[src/rtl/cfg_unlock_pkg.sv]
package cfg_unlock_pkg;

   // key sequence written to the index port
   localparam int          KEY_LEN     = 4;
   localparam logic [7:0]  KEY_B0      = 8'h87;
   localparam logic [7:0]  KEY_B1      = 8'h01;
   localparam logic [7:0]  KEY_B2      = 8'h55;
   localparam logic [7:0]  KEY_END_2E  = 8'h55;
   localparam logic [7:0]  KEY_END_4E  = 8'hAA;

   // register indices
   localparam logic [7:0]  IDX_EXIT    = 8'h02;
   localparam logic [7:0]  IDX_LDN     = 8'h07;
   localparam logic [7:0]  IDX_ID_HI   = 8'h20;
   localparam logic [7:0]  IDX_ID_LO   = 8'h21;
   localparam logic [7:0]  IDX_FCTL    = 8'h24;
   localparam logic [7:0]  IDX_SPI_HI  = 8'h64;
   localparam logic [7:0]  IDX_SPI_LO  = 8'h65;

   localparam logic [7:0]  EXIT_VAL    = 8'h02;
   localparam logic [7:0]  FILL_LOCKED = 8'hFF;

   // flash control field, bit 0 at the bottom
   typedef struct packed {
      logic cs_alt;
      logic lpc_wr;
      logic seg_fff8;
      logic seg_ffee;
      logic seg_top;
      logic suspend;
   } fctl_t;

   localparam int FCTL_W = $bits(fctl_t);

   function automatic logic [7:0] key_end(input logic [15:0] base);
      return (base == 16'h004E) ? KEY_END_4E : KEY_END_2E;
   endfunction

endpackage

[src/rtl/cfg_bus_port.sv]
module cfg_bus_port #(
   parameter int                ADDR_W    = 16,
   parameter logic [ADDR_W-1:0] BASE_ADDR = 'h2E
) (
   input  logic [ADDR_W-1:0] io_addr,
   input  logic              io_wr,
   input  logic              io_rd,
   output logic              idx_wr,
   output logic              idx_rd,
   output logic              dat_wr,
   output logic              dat_rd
);

   localparam logic [ADDR_W-1:0] DATA_ADDR = ADDR_W'(BASE_ADDR + 1);

   if (ADDR_W < 8) begin : g_bad_width
      $error("cfg_bus_port: ADDR_W must be at least 8");
   end
   if (BASE_ADDR[0] != 1'b0) begin : g_bad_align
      $error("cfg_bus_port: BASE_ADDR must be even");
   end

   logic hit_idx;
   logic hit_dat;

   always_comb begin
      hit_idx = (io_addr == BASE_ADDR);
      hit_dat = (io_addr == DATA_ADDR);
      idx_wr  = io_wr & hit_idx;
      idx_rd  = io_rd & hit_idx;
      dat_wr  = io_wr & hit_dat;
      dat_rd  = io_rd & hit_dat;
   end

endmodule

[src/rtl/cfg_key_seq.sv]
module cfg_key_seq
   import cfg_unlock_pkg::*;
#(
   parameter logic [15:0] BASE_ADDR = 16'h002E
) (
   input  logic       clk,
   input  logic       rst_n,
   input  logic       key_wr,
   input  logic [7:0] key_byte,
   input  logic       relock,
   output logic       unlocked
);

   localparam int STEP_W = $clog2(KEY_LEN);
   localparam logic [STEP_W-1:0] LAST_STEP = STEP_W'(KEY_LEN - 1);

   logic [7:0]        key_tbl [KEY_LEN];
   logic [STEP_W-1:0] step_q;
   logic              unl_q;
   logic [7:0]        want;

   assign key_tbl[0] = KEY_B0;
   assign key_tbl[1] = KEY_B1;
   assign key_tbl[2] = KEY_B2;

   // last key byte depends on which base the block sits at
   if (BASE_ADDR == 16'h002E) begin : g_end_2e
      assign key_tbl[KEY_LEN-1] = KEY_END_2E;
   end else if (BASE_ADDR == 16'h004E) begin : g_end_4e
      assign key_tbl[KEY_LEN-1] = KEY_END_4E;
   end else begin : g_end_bad
      assign key_tbl[KEY_LEN-1] = KEY_END_2E;
      $error("cfg_key_seq: BASE_ADDR must be 0x2E or 0x4E");
   end

   assign want = key_tbl[step_q];

   always_ff @(posedge clk or negedge rst_n) begin
      if (!rst_n) begin
         step_q <= '0;
         unl_q  <= 1'b0;
      end else if (relock) begin
         step_q <= '0;
         unl_q  <= 1'b0;
      end else if (key_wr && !unl_q) begin
         if (key_byte == want) begin
            if (step_q == LAST_STEP) begin
               step_q <= '0;
               unl_q  <= 1'b1;
            end else begin
               step_q <= step_q + 1'b1;
            end
         end else if (key_byte == KEY_B0) begin
            step_q <= STEP_W'(1);
         end else begin
            step_q <= '0;
         end
      end
   end

   assign unlocked = unl_q;

endmodule

[src/rtl/cfg_regfile.sv]
module cfg_regfile
   import cfg_unlock_pkg::*;
#(
   parameter logic [15:0] CHIP_ID      = 16'h8716,
   parameter logic [15:0] SPI_BASE_RST = 16'h0820,
   parameter logic [7:0]  SPI_LDN      = 8'h07
) (
   input  logic        clk,
   input  logic        rst_n,
   input  logic        unlocked,
   input  logic        idx_wr,
   input  logic        dat_wr,
   input  logic [7:0]  wdata,
   output logic [7:0]  idx_q,
   output logic [7:0]  ldn_q,
   output fctl_t       fctl_q,
   output logic [15:0] spi_base_q,
   output logic [7:0]  rd_byte,
   output logic        relock
);

   if (FCTL_W > 8) begin : g_bad_fctl
      $error("cfg_regfile: flash control field wider than a byte");
   end

   logic spi_open;
   logic wr_ok;

   assign spi_open = (ldn_q == SPI_LDN);
   assign wr_ok    = unlocked & dat_wr;
   assign relock   = wr_ok & (idx_q == IDX_EXIT) & (wdata == EXIT_VAL);

   always_ff @(posedge clk or negedge rst_n) begin
      if (!rst_n) begin
         idx_q <= '0;
      end else if (unlocked && idx_wr) begin
         idx_q <= wdata;
      end
   end

   always_ff @(posedge clk or negedge rst_n) begin
      if (!rst_n) begin
         ldn_q      <= '0;
         fctl_q     <= '0;
         spi_base_q <= SPI_BASE_RST;
      end else if (wr_ok) begin
         unique case (idx_q)
            IDX_LDN:    ldn_q  <= wdata;
            IDX_FCTL:   fctl_q <= fctl_t'(wdata[FCTL_W-1:0]);
            IDX_SPI_HI: if (spi_open) spi_base_q[15:8] <= wdata;
            IDX_SPI_LO: if (spi_open) spi_base_q[7:0]  <= wdata;
            default:    ;
         endcase
      end
   end

   always_comb begin
      rd_byte = '0;
      unique case (idx_q)
         IDX_LDN:    rd_byte = ldn_q;
         IDX_ID_HI:  rd_byte = CHIP_ID[15:8];
         IDX_ID_LO:  rd_byte = CHIP_ID[7:0];
         IDX_FCTL:   rd_byte = 8'(fctl_q);
         IDX_SPI_HI: rd_byte = spi_open ? spi_base_q[15:8] : 8'h00;
         IDX_SPI_LO: rd_byte = spi_open ? spi_base_q[7:0]  : 8'h00;
         default:    rd_byte = '0;
      endcase
   end

endmodule

[src/rtl/cfg_unlock_ctl.sv]
module cfg_unlock_ctl
   import cfg_unlock_pkg::*;
#(
   parameter int                ADDR_W       = 16,
   parameter logic [ADDR_W-1:0] BASE_ADDR    = 'h2E,
   parameter logic [15:0]       CHIP_ID      = 16'h8716,
   parameter logic [15:0]       SPI_BASE_RST = 16'h0820,
   parameter logic [7:0]        SPI_LDN      = 8'h07
) (
   input  logic              clk,
   input  logic              rst_n,
   input  logic [ADDR_W-1:0] io_addr,
   input  logic              io_wr,
   input  logic              io_rd,
   input  logic [7:0]        io_wdata,
   output logic [7:0]        io_rdata,
   output logic              cfg_unlocked,
   output logic              flash_suspend,
   output logic              seg_top_en,
   output logic              seg_ffee_en,
   output logic              seg_fff8_en,
   output logic              flash_lpc_wr_en,
   output logic              flash_cs_alt,
   output logic [15:0]       spi_io_base
);

   logic        idx_wr, idx_rd, dat_wr, dat_rd;
   logic        relock;
   logic        unl;
   logic [7:0]  idx_q, ldn_q, rd_byte;
   fctl_t       fctl_q;
   logic [15:0] spi_base_q;

   cfg_bus_port #(
      .ADDR_W    (ADDR_W),
      .BASE_ADDR (BASE_ADDR)
   ) u_port (
      .io_addr (io_addr),
      .io_wr   (io_wr),
      .io_rd   (io_rd),
      .idx_wr  (idx_wr),
      .idx_rd  (idx_rd),
      .dat_wr  (dat_wr),
      .dat_rd  (dat_rd)
   );

   cfg_key_seq #(
      .BASE_ADDR (16'(BASE_ADDR))
   ) u_key (
      .clk      (clk),
      .rst_n    (rst_n),
      .key_wr   (idx_wr),
      .key_byte (io_wdata),
      .relock   (relock),
      .unlocked (unl)
   );

   cfg_regfile #(
      .CHIP_ID      (CHIP_ID),
      .SPI_BASE_RST (SPI_BASE_RST),
      .SPI_LDN      (SPI_LDN)
   ) u_regs (
      .clk        (clk),
      .rst_n      (rst_n),
      .unlocked   (unl),
      .idx_wr     (idx_wr),
      .dat_wr     (dat_wr),
      .wdata      (io_wdata),
      .idx_q      (idx_q),
      .ldn_q      (ldn_q),
      .fctl_q     (fctl_q),
      .spi_base_q (spi_base_q),
      .rd_byte    (rd_byte),
      .relock     (relock)
   );

   always_comb begin
      io_rdata = 8'h00;
      if (idx_rd) begin
         io_rdata = unl ? idx_q : FILL_LOCKED;
      end else if (dat_rd) begin
         io_rdata = unl ? rd_byte : FILL_LOCKED;
      end
   end

   assign cfg_unlocked    = unl;
   assign flash_suspend   = fctl_q.suspend;
   assign seg_top_en      = fctl_q.seg_top;
   assign seg_ffee_en     = fctl_q.seg_ffee;
   assign seg_fff8_en     = fctl_q.seg_fff8;
   assign flash_lpc_wr_en = fctl_q.lpc_wr;
   assign flash_cs_alt    = fctl_q.cs_alt;
   assign spi_io_base     = spi_base_q;

endmodule

[config.mk]
export PLATFORM = sky130hd
export DESIGN_NAME = cfg_unlock_ctl
export DESIGN_NICKNAME = d
export VERILOG_FILES = /design/src/rtl/cfg_unlock_pkg.sv /design/src/rtl/cfg_bus_port.sv /design/src/rtl/cfg_key_seq.sv /design/src/rtl/cfg_regfile.sv /design/src/rtl/cfg_unlock_ctl.sv
export SDC_FILE = /design/constraint.sdc
export NUM_CORES = 1
export LEC_CHECK = 0
export CAP_MARGIN = 20
export CORE_ASPECT_RATIO = 0.9
export CORE_MARGIN = 4
export CORE_UTILIZATION = 49
export DETAILED_ROUTE_END_ITERATION = 12
export PLACE_DENSITY = 0.85
export RECOVER_POWER = 25
export SYNTH_ARGS = -nofsm -noshare
export SYNTH_HDL_FRONTEND = slang
export SYNTH_SLANG_ARGS = --single-unit
[constraint.sdc]
create_clock -name clk -period 3.2 [get_ports clk]
set_clock_uncertainty 0.05 [all_clocks]
set_input_delay 0.64 -clock clk [delete_from_list [all_inputs] [get_ports clk]]
set_output_delay 0.64 -clock clk [all_outputs]
set_load 0.01 [all_outputs]
==> flow_metrics.py <==
metrics = {
    "placed_design": {
        "place_ws_ns": -0.252,
        "place.gp.congestion": 0.944,
        "placed_cells": 342,
        "dp_hpwl_um": 4940,
        "port_buffers": 58,
    },
    "yosys": {
        "syn_inst": 210,
        "synth_nets": 241,
        "yosysWarnings": 0,
        "syn_avg_cell_area_um2": 11.2,
        "ys_ff_latch": 41,
        "syn_area_um2": 2350,
        "yosys_most_used_dff": "dfrtp_1",
        "post_synth_num_cell_types": 43,
        "async_flop_share": 1.00,
        "synth-edff-count": 0,
        "ys_seq_area_frac": 0.437,
    },
    "timing": {
        "max_freq_mhz": 325,
        "finalHoldViolations": 0,
        "rsz0062_at_grt": "no",
        "fin_crit_ns": 3.08,
        "worst_pin_slew_ns": 2.14,
        "maxSlewHeadroom": -0.427,
        "finalSetupViolations": 0,
        "fin_hold_ws_ns": 0.492,
        "fin_ws_ns": 0.124,
        "drv_slew": 42,
        "fin_crit_sh": 0.961,
    },
    "finish": {
        "drive_gt1_frac": 0.311,
        "num-fill-cells": 361,
        "fin_nets": 319,
        "final_common_cell": "clkdlybuf4s50_1",
        "layout_common_cells": "49 x clkdlybuf4s50_1, 39 x dfrtp_1, 38 x mux2_2",
        "areaGrowthSynthToFinish_pct": 38.3,
        "antenna_cells": 0,
        "layout.cells.non_filler": 351,
    },
    "floorplan": {
        "die_w_um": 81.0,
        "rows": 23,
        "coreArea_um2": 4550,
        "design.portCount": 59,
        "die_y_um": 73.7,
        "die_area_um2": 5970,
        "start_util": 0.517,
    },
    "global_route": {
        "grt_pass1_wl_um": 11100,
        "grt_max_degree": 42,
        "first_global_vias": 2193,
        "grt_overflow": 0,
        "grt_use_total": 0.248,
        "antenna_found_initial": 0,
    },
    "cts": {
        "tritoncts": "built",
        "ctsHoldBuffers": 0,
        "cts_buffer_depth": 2,
        "root_buffer": "clkbuf_8",
        "clk_latency_ns": 0.30,
        "numCtsBuffers": 5,
        "cts-htree-levels": 2,
        "clock_sinks": 41,
        "clk_pin_slew_worst_paths_ns": 0.07,
    },
    "power_and_ir_drop": {
        "powerDensity_nw_per_um2": 332,
        "peakVddDrop_v": 0.000311,
        "p_leak_nw": 1.49,
    },
    "status": {
        "failed_checks": "max-capacitance violations, max-slew violations",
        "status": "finished, violations left",
    },
    "worst_setup_path": {
        "path_class": "in -> out",
        "startpoint_type": "input port",
        "crit_arrival_ns": 2.39,
        "required_ns": 2.51,
        "cp-end-kind": "primary output",
        "path_max_fanout": 5,
    },
    "detailed_routing": {
        "wl_um": 6780,
        "vias": 2075,
        "drt-initial-drc-count": 163,
        "first_pass_iters": 4,
        "viasPerCell": 5.91,
        "final_antenna_net_count": 0,
        "wl_per_cell_um": 19.3,
        "drc": 0,
    },
    "run": {
        "max_cap_viol_count": 1,
    },
    "min_path": {
        "min_path_type": "reg -> reg",
    },
}
==> cell families (layout without fill, tap and decap cells) <==
kind of cell	count (synthesis)	in the layout	share of synthesized area
AND/OR/NAND/NOR	65	65	0.164
multiplexers	46	46	0.233
flip-flops	41	41	0.437
AO/OA/AOI/OAI	39	39	0.111
buffers and inverters	15	94	0.0346
adder cells (fa/ha/maj)	3	3	0.0160
XOR/XNOR	1	1	0.00373
==> critical path, stage by stage <==
cell	delay, ns
clkdlybuf4s50_1	0.41
nor4_2	0.31
and4_1	0.29
and2_2	0.23
o21ai_0	0.10
a21oi_1	0.13
dlygate4sd2_1	0.28
==> per-stage QoR <==
stage | utilization | total power (W) | instance area [µm²] | TNS, ns
2_1_floorplan | - | 0.000537 | 2350 | 0
3_3_place_gp | 0.682 | 0.000593 | 3100 | -1.25
3_5_place_dp | 0.682 | 0.000595 | 3100 | -1.33
4_1_cts | 0.714 | 0.00109 | 3250 | 0
5_1_grt | 0.715 | 0.00111 | 3250 | 0
6_report | 0.715 | 0.00108 | 3250 | 0
==> cells in the mapped netlist, drive strengths merged, types with 2 or more instances <==
cell	number	area, µm²
a211oi	6	45.0
a21o	2	15.0
a21oi	11	55.1
a221oi	5	43.8
a22o	2	18.8
a22oi	2	15.0
and2	3	18.8
and3	2	12.5
clkbuf	7	36.3
dfrtp	39	976
dfstp	2	52.6
ha	3	37.5
inv	6	22.5
mux2	46	548
nand2	11	41.3
nand2b	2	12.5
nand3	11	55.1
nor2	11	41.3
nor3	4	30.0
nor3b	2	15.0
nor4	7	58.8
o21ai	6	30.0
o31ai	3	22.5
or3	3	20.0
or4	2	22.5
==> power breakdown <==
group | leakage (nW) | switching, W | internal [W]
Clock | 0.0681 | 0.000184 | 0.000310
Sequential | 0.566 | 0.00000000124 | 0.000518
Combinational | 0.859 | 0.0000337 | 0.0000339
==> cell type report <==
cell class,instances,area [µm²],share of cell area
tap,62,77.6,0.0239
multi-input combinational,154,1260,0.387
clock buffer,5,68.8,0.0212
sequential,41,1030,0.316
timing repair buffer,80,729,0.224
inverter,6,22.5,0.00693
clock inverter,3,65.1,0.0200
==> path summary, 6_finish.rpt <==
kind	from	endpoint	slack, ns	cells after the start
min in group asynchronous	rst_n	u_key.step_q[1]$_DFFE_PN0P_	0.91	1
worst max-delay path	io_addr[10]	io_rdata[0]	0.12	7
worst min-delay path	u_regs.ldn_q[3]$_DFFE_PN0P_	u_regs.ldn_q[3]$_DFFE_PN0P_	0.49	1
worst max register to register	u_regs.ldn_q[5]$_DFFE_PN0P_	u_regs.spi_base_q[1]$_DFFE_PN0P_	0.62	5
max in group asynchronous	rst_n	u_regs.ldn_q[0]$_DFFE_PN0P_	0.97	1
worst min register to register	u_regs.ldn_q[3]$_DFFE_PN0P_	u_regs.ldn_q[3]$_DFFE_PN0P_	0.49	1
==> timing repair <==
action / 4_1_cts / 5_1_grt
setup buffers: 1 / 0
endpoints found under the setup margin: 8 / 4
resized for setup: 11 / 1
pin swaps: 2 / 1
==> per-layer routing <==
| metal | GRT usage | share of wire | vias up |
|---|---|---|---|
| li1 | - | - | 943 |
| met1 | 0.327 | 0.41 | 1017 |
| met2 | 0.396 | 0.48 | 100 |
| met3 | 0.0600 | 0.096 | 15 |
| met4 | 0.0901 | 0.018 | 0 |
| met5 | 0 | 0 | - |
==> state kept, by name, indices dropped and copies added, names as in the netlist <==
signal             flops
u_regs.idx_q           8
u_key.step_q           2
u_regs.spi_base_q     16
u_regs.ldn_q           8
u_key.unlocked         1
u_regs.fctl_q          6
(Power assumes the default switching activity.)
